$ cat src/rtl/fp_box_unit.sv
module fp_box_unit #(
  parameter int          REG_W   = 128,
  parameter int          DP_W    = 64,
  parameter int          SP_W    = 32,
  parameter logic [31:0] SP_QNAN = 32'h7FC0_0000,
  parameter logic [63:0] DP_QNAN = 64'h7FF8_0000_0000_0000
) (
  input  logic              clk,
  input  logic              rst_n,
  input  logic [1:0]        wr_fmt,
  input  logic [REG_W-1:0]  wr_val,
  output logic [REG_W-1:0]  wr_entry,
  input  logic [REG_W-1:0]  rd_entry,
  input  logic [1:0]        rd_fmt,
  input  logic              rd_en,
  output logic [REG_W-1:0]  rd_data,
  output logic              rd_valid,
  output logic [DP_W-1:0]   raw_dword,
  output logic [SP_W-1:0]   raw_word,
  output logic              ok_single,
  output logic              ok_double
);

  localparam int          DP_PAD = REG_W - DP_W;
  localparam int          SP_PAD = REG_W - SP_W;
  localparam logic [1:0]  FMT_S  = 2'b00;
  localparam logic [1:0]  FMT_D  = 2'b01;

  logic [REG_W-1:0] unboxed;

  always_comb begin
    case (wr_fmt)
      FMT_S:   wr_entry = {{SP_PAD{1'b1}}, wr_val[SP_W-1:0]};
      FMT_D:   wr_entry = {{DP_PAD{1'b1}}, wr_val[DP_W-1:0]};
      default: wr_entry = wr_val;
    endcase
  end

  assign ok_double = &rd_entry[REG_W-1:DP_W];
  assign ok_single = ok_double & (&rd_entry[DP_W-1:SP_W]);
  assign raw_dword = rd_entry[DP_W-1:0];
  assign raw_word  = rd_entry[SP_W-1:0];

  always_comb begin
    case (rd_fmt)
      FMT_S:   unboxed = {{SP_PAD{1'b0}}, ok_single ? rd_entry[SP_W-1:0] : SP_QNAN};
      FMT_D:   unboxed = {{DP_PAD{1'b0}}, ok_double ? rd_entry[DP_W-1:0] : DP_QNAN};
      default: unboxed = rd_entry;
    endcase
  end

  always_ff @(posedge clk or negedge rst_n) begin
    if (!rst_n) begin
      rd_data  <= '0;
      rd_valid <= 1'b0;
    end else begin
      rd_valid <= rd_en;
      if (rd_en) rd_data <= unboxed;
    end
  end

endmodule

$ cat config.mk
export PLATFORM = sky130hd
export DESIGN_NAME = fp_box_unit
export DESIGN_NICKNAME = d
export VERILOG_FILES = /design/src/rtl/fp_box_unit.sv
export SDC_FILE = /design/constraint.sdc
export NUM_CORES = 1
export LEC_CHECK = 0
export BUFFER_PORTS_ARGS = -buffer_cell sky130_fd_sc_hd__buf_2
export CORE_AREA = 2 2 240 242
export CTS_CLUSTER_SIZE = 10
export DETAILED_ROUTE_END_ITERATION = 7
export DIE_AREA = 0 0 242 244
export PLACE_DENSITY = 0.38
export SYNTH_ARGS = -nofsm -noshare
export SYNTH_HDL_FRONTEND = slang
export SYNTH_SLANG_ARGS = --single-unit
export TNS_END_PERCENT = 10
$ cat constraint.sdc
create_clock -name clk -period 1.9 [get_ports clk]
set_clock_uncertainty 0.1 [all_clocks]
set_input_delay 0.475 -clock clk [delete_from_list [all_inputs] [get_ports clk]]
set_output_delay 0.475 -clock clk [all_outputs]
set_load 0.1 [all_outputs]
Word level (Yosys, flattened, before mapping)
Cells that the tools add are included.
{ "op_classes": {"bitwise": 1, "n_eq_ne": 2, "n_mux": 4, "n_reduce_logical": 4} }
{ "ops": {"columns": ["op", "count"], "rows": [
  ["one-hot mux 128 bit (2 select lines)", 2],
  ["2-to-1 mux 64 bit", 1],
  ["AND reduction 64 bit", 1],
  ["2-to-1 mux 32 bit", 1],
  ["AND reduction 32 bit", 1],
  ["equality test 2 x 1 -> 1 bit (second input constant)", 2],
  ["logical NOT 2 bit", 2],
  ["AND 1 bit", 1]
]} }
{ "totals": {"input_bits": 263, "regBits": 129, "word_cells": 13} }

Logic depth before layout (Yosys ltp)
{ "depth": {"ltp_word": 4, "mapped_depth": 7} }

Worst setup path after synthesis
OpenSTA, ideal clock, no wires.
{ "synth_timing": {"kind": "input port to output port", "start": "input rd_entry[103]", "end": "output ok_single", "stages": 4, "t_required_ns": 1.325, "t_arrival_ns": 2.371, "path_buffers": 0, "slack_ns": -1.046, "cell_sequence": "nand4_1 nor4_2 nand4_1 nor2_1"} }
{ "synth_between": {"elab_chain_len": 2} }
{ "synth_lines": {"columns": ["element", "line", "rtl"], "rows": [
  ["start: declaration", "13", "input logic [REG_W-1:0] rd_entry,"],
  ["AND reduction 64 bit", "39", "assign ok_double = &rd_entry[REG_W-1:DP_W];"],
  ["AND 1 bit", "40", "assign ok_single = ok_double & (&rd_entry[DP_W-1:SP_W]);"],
  ["end: declaration", "20", "output logic ok_single,"]
]} }
No other way between the ends.

Worst setup path after layout
{ "layout_timing": {"start": "input rd_entry[104]", "end": "output ok_single"} }
Same word-level chain as after synthesis.

==> impl_metrics.ini <==
[placement]
routabilityCongestion = 1.01
portBuffers = 553
place_area_um2 = 13200
dp_hpwl_um = 35000

[synth]
synth.area.top_cells = dfrtp_1 (47%), buf_4 (14%), nand2b_1 (5.8%)
synthTopCellsByCount = dfrtp_1 (129), buf_4 (128), o21ai_0 (73)
yosys_most_used_dff = dfrtp_1
syn_inst = 727
synth_area_um2 = 6930
synth.most_common_cell = dfrtp_1
yosysWarnings = 0
synth_edf_count = 0
postSynthAreaPerCell_um2 = 9.53
yosys.cell_types.count = 26
ys_seq_area_frac = 0.466
synth_top_cell_by_area = dfrtp_1
post-synth-top-area-fraction = 0.466
syn_nets = 990
synth_seq_cells = 129
synthArstFlopShare = 1.00

[min_path]
hold_path.class = input port to flip-flop
min_path_cells = 3

[timing]
maxSlewHeadroom = 0.598
rsz0062_at_grt = yes
setup-tns-final_ns = -7.27
timing.fmax_mhz = 386
finalHoldViolations = 0
worst_pin_slew_ns = 0.602
min_period_ns = 2.59
hold_slack_ns = 0.160
maxSlewViolCount = 0
postLayoutSetupSlackWorst_ns = -0.691
setup_viol = 50
min_period_over_period = 1.36

[global_route]
grt_pass1_wl_um = 59500
grt_use_total = 0.142
grt_pass1_vias = 7575
grt_max_degree = 132
antenna_found_initial = 12
grt-ovfl-total = 0

[drt]
drc = 0
routed_wl_um = 42200
drt_iter0_markers = 289
firstDrtPassIters = 5
drtAntennaViolNets = 0
routedWlPerCell_um = 21.1
vias = 7101
viasPerCell = 3.54

[power]
vdd_drop_max_mv = 0.623
switchingPower_uw = 6030
power_density_nw_per_um2 = 895
clock_power_share = 0.276
seqPwrFrac = 0.245
p_int_uw = 6650
swShare = 0.476
combinationalPowerShare = 0.478
power.leakage_uw = 0.00693

[clock_tree]
cts_made_buffers = 17
cts_tree = built
cts_sinks = 129
ctsLongestPathBuffers = 2
htreeDepth = 4
clk_latency_ns = 0.45
clk_pin_slew_worst_paths_ns = 0.06
cts_root_buf = clkbuf_16

[critical_path]
end_kind = primary output
crit_required_ns = 1.32
critPathLaunchType = input port
crit_type = input port to primary output
cp_data_arrival_time_ns = 2.02
crit_fanout = 3
rr_worst_depth = 1

[final_layout]
fin_area_um2 = 14200
diodes = 0
finalNetCount = 1501
synthToLayoutAreaGrowth_pct = 104
layout-drive-gt1-share = 0.614
fin_util = 0.252

[run_status]
violations = setup timing
status = finished, violations left

[die]
core_area_um2 = 56200
io_pins = 618
design.die.area_um2 = 59000
die_x_um = 242
start_util = 0.123
num_rows = 87
die_h_um = 244

[flow_run]
maxCapViolations = 0
registers in the layout, indices dropped and copies added, names as in the netlist:
name,flops
rd_data,128
rd_valid,1
power by group through the flow:
stage / Combinational [µW] / Clock [µW] / Sequential, µW
final: 6060 / 3500 / 3110
after global routing: 6250 / 3740 / 3140
after CTS: 6090 / 3660 / 3110
after detailed placement: 6020 / 0 / 3150
after global placement: 6030 / 0 / 3160
after floorplan: 2590 / 0 / 4900
worst paths after layout:
kind / from / to / slack, ns
max in group asynchronous: rst_n / rd_data[91] / 0.76
min in group asynchronous: rst_n / rd_data[73] / 0.38
max reg2reg: rd_data[55] / rd_data[55] / 0.95
min: rd_entry[66] / rd_data[66] / 0.16
max: rd_entry[104] / ok_single / -0.69
min reg2reg: rd_data[6] / rd_data[6] / 0.40
routing by layer:
layer  GRT usage  share of wire  vias to the layer above
met3      0.0425          0.066                       39
met5           0        0.00092                        -
met4      0.0298          0.013                        6
li1            -              -                     3308
met1       0.179           0.42                     3466
met2       0.237           0.50                      282
worst max-delay path, stage by stage:
cell,delay (ns)
buf_2,0.12
nand4_1,0.09
buf_4,0.15
nor4_4,0.25
buf_4,0.17
nand4_1,0.23
buf_6,0.24
nor2_4,0.10
buf_12,0.18
cells by family after synthesis:
family,count (synthesis),synth area share
buffers and inverters,240,0.204
and+or+nand+nor,217,0.181
DFF,129,0.466
AOI/OAI and AO/OA,112,0.107
muxes,29,0.0419
layout make-up:
cell class	instances	area [µm²]
inverters	66	251
well taps	756	946
repair buffers	666	6710
clock buffers	18	439
multi-input cells	358	2420
fillers	6099	42000
flip-flops and latches	129	3230
clock inverters	13	161
what timing repair did:
| item | CTS | global route |
|---|---|---|
| pin swaps | 13 | 1 |
| resized for setup | 41 | 36 |
| setup buffers | 3 | 6 |
| cloned | 3 | 1 |
| hold buffers | 1 | 0 |
| hold endpoints to repair | 22 | 0 |
| endpoints found under the setup margin | 153 | 117 |
placed cells by master (no fill, tap or decap), types with 23 or more instances in the layout:
| cell | n |
|---|---|
| nand3_1 | 64 |
| mux2i_1 | 29 |
| a22o_1 | 23 |
| nand2b_1 | 63 |
| dfrtp_1 | 129 |
| buf_2 | 347 |
| or2_2 | 31 |
| buf_4 | 100 |
| buf_12 | 199 |
| nand4_1 | 24 |
| o21ai_0 | 64 |
| inv_1 | 65 |
metrics by stage:
| stage | setup slack (ns) | std cells | total power (µW) |
|---|---|---|---|
| 2_1_floorplan | -0.393 | 727 | 7500 |
| 3_3_place_gp | -1.06 | 1963 | 9180 |
| 3_5_place_dp | -1.03 | 1963 | 9170 |
| 4_1_cts | -0.784 | 2000 | 12900 |
| 5_1_grt | -0.798 | 2006 | 13100 |
| 6_report | -0.691 | 2006 | 12700 |
No activity file was read; power rests on OpenSTA's default activity.
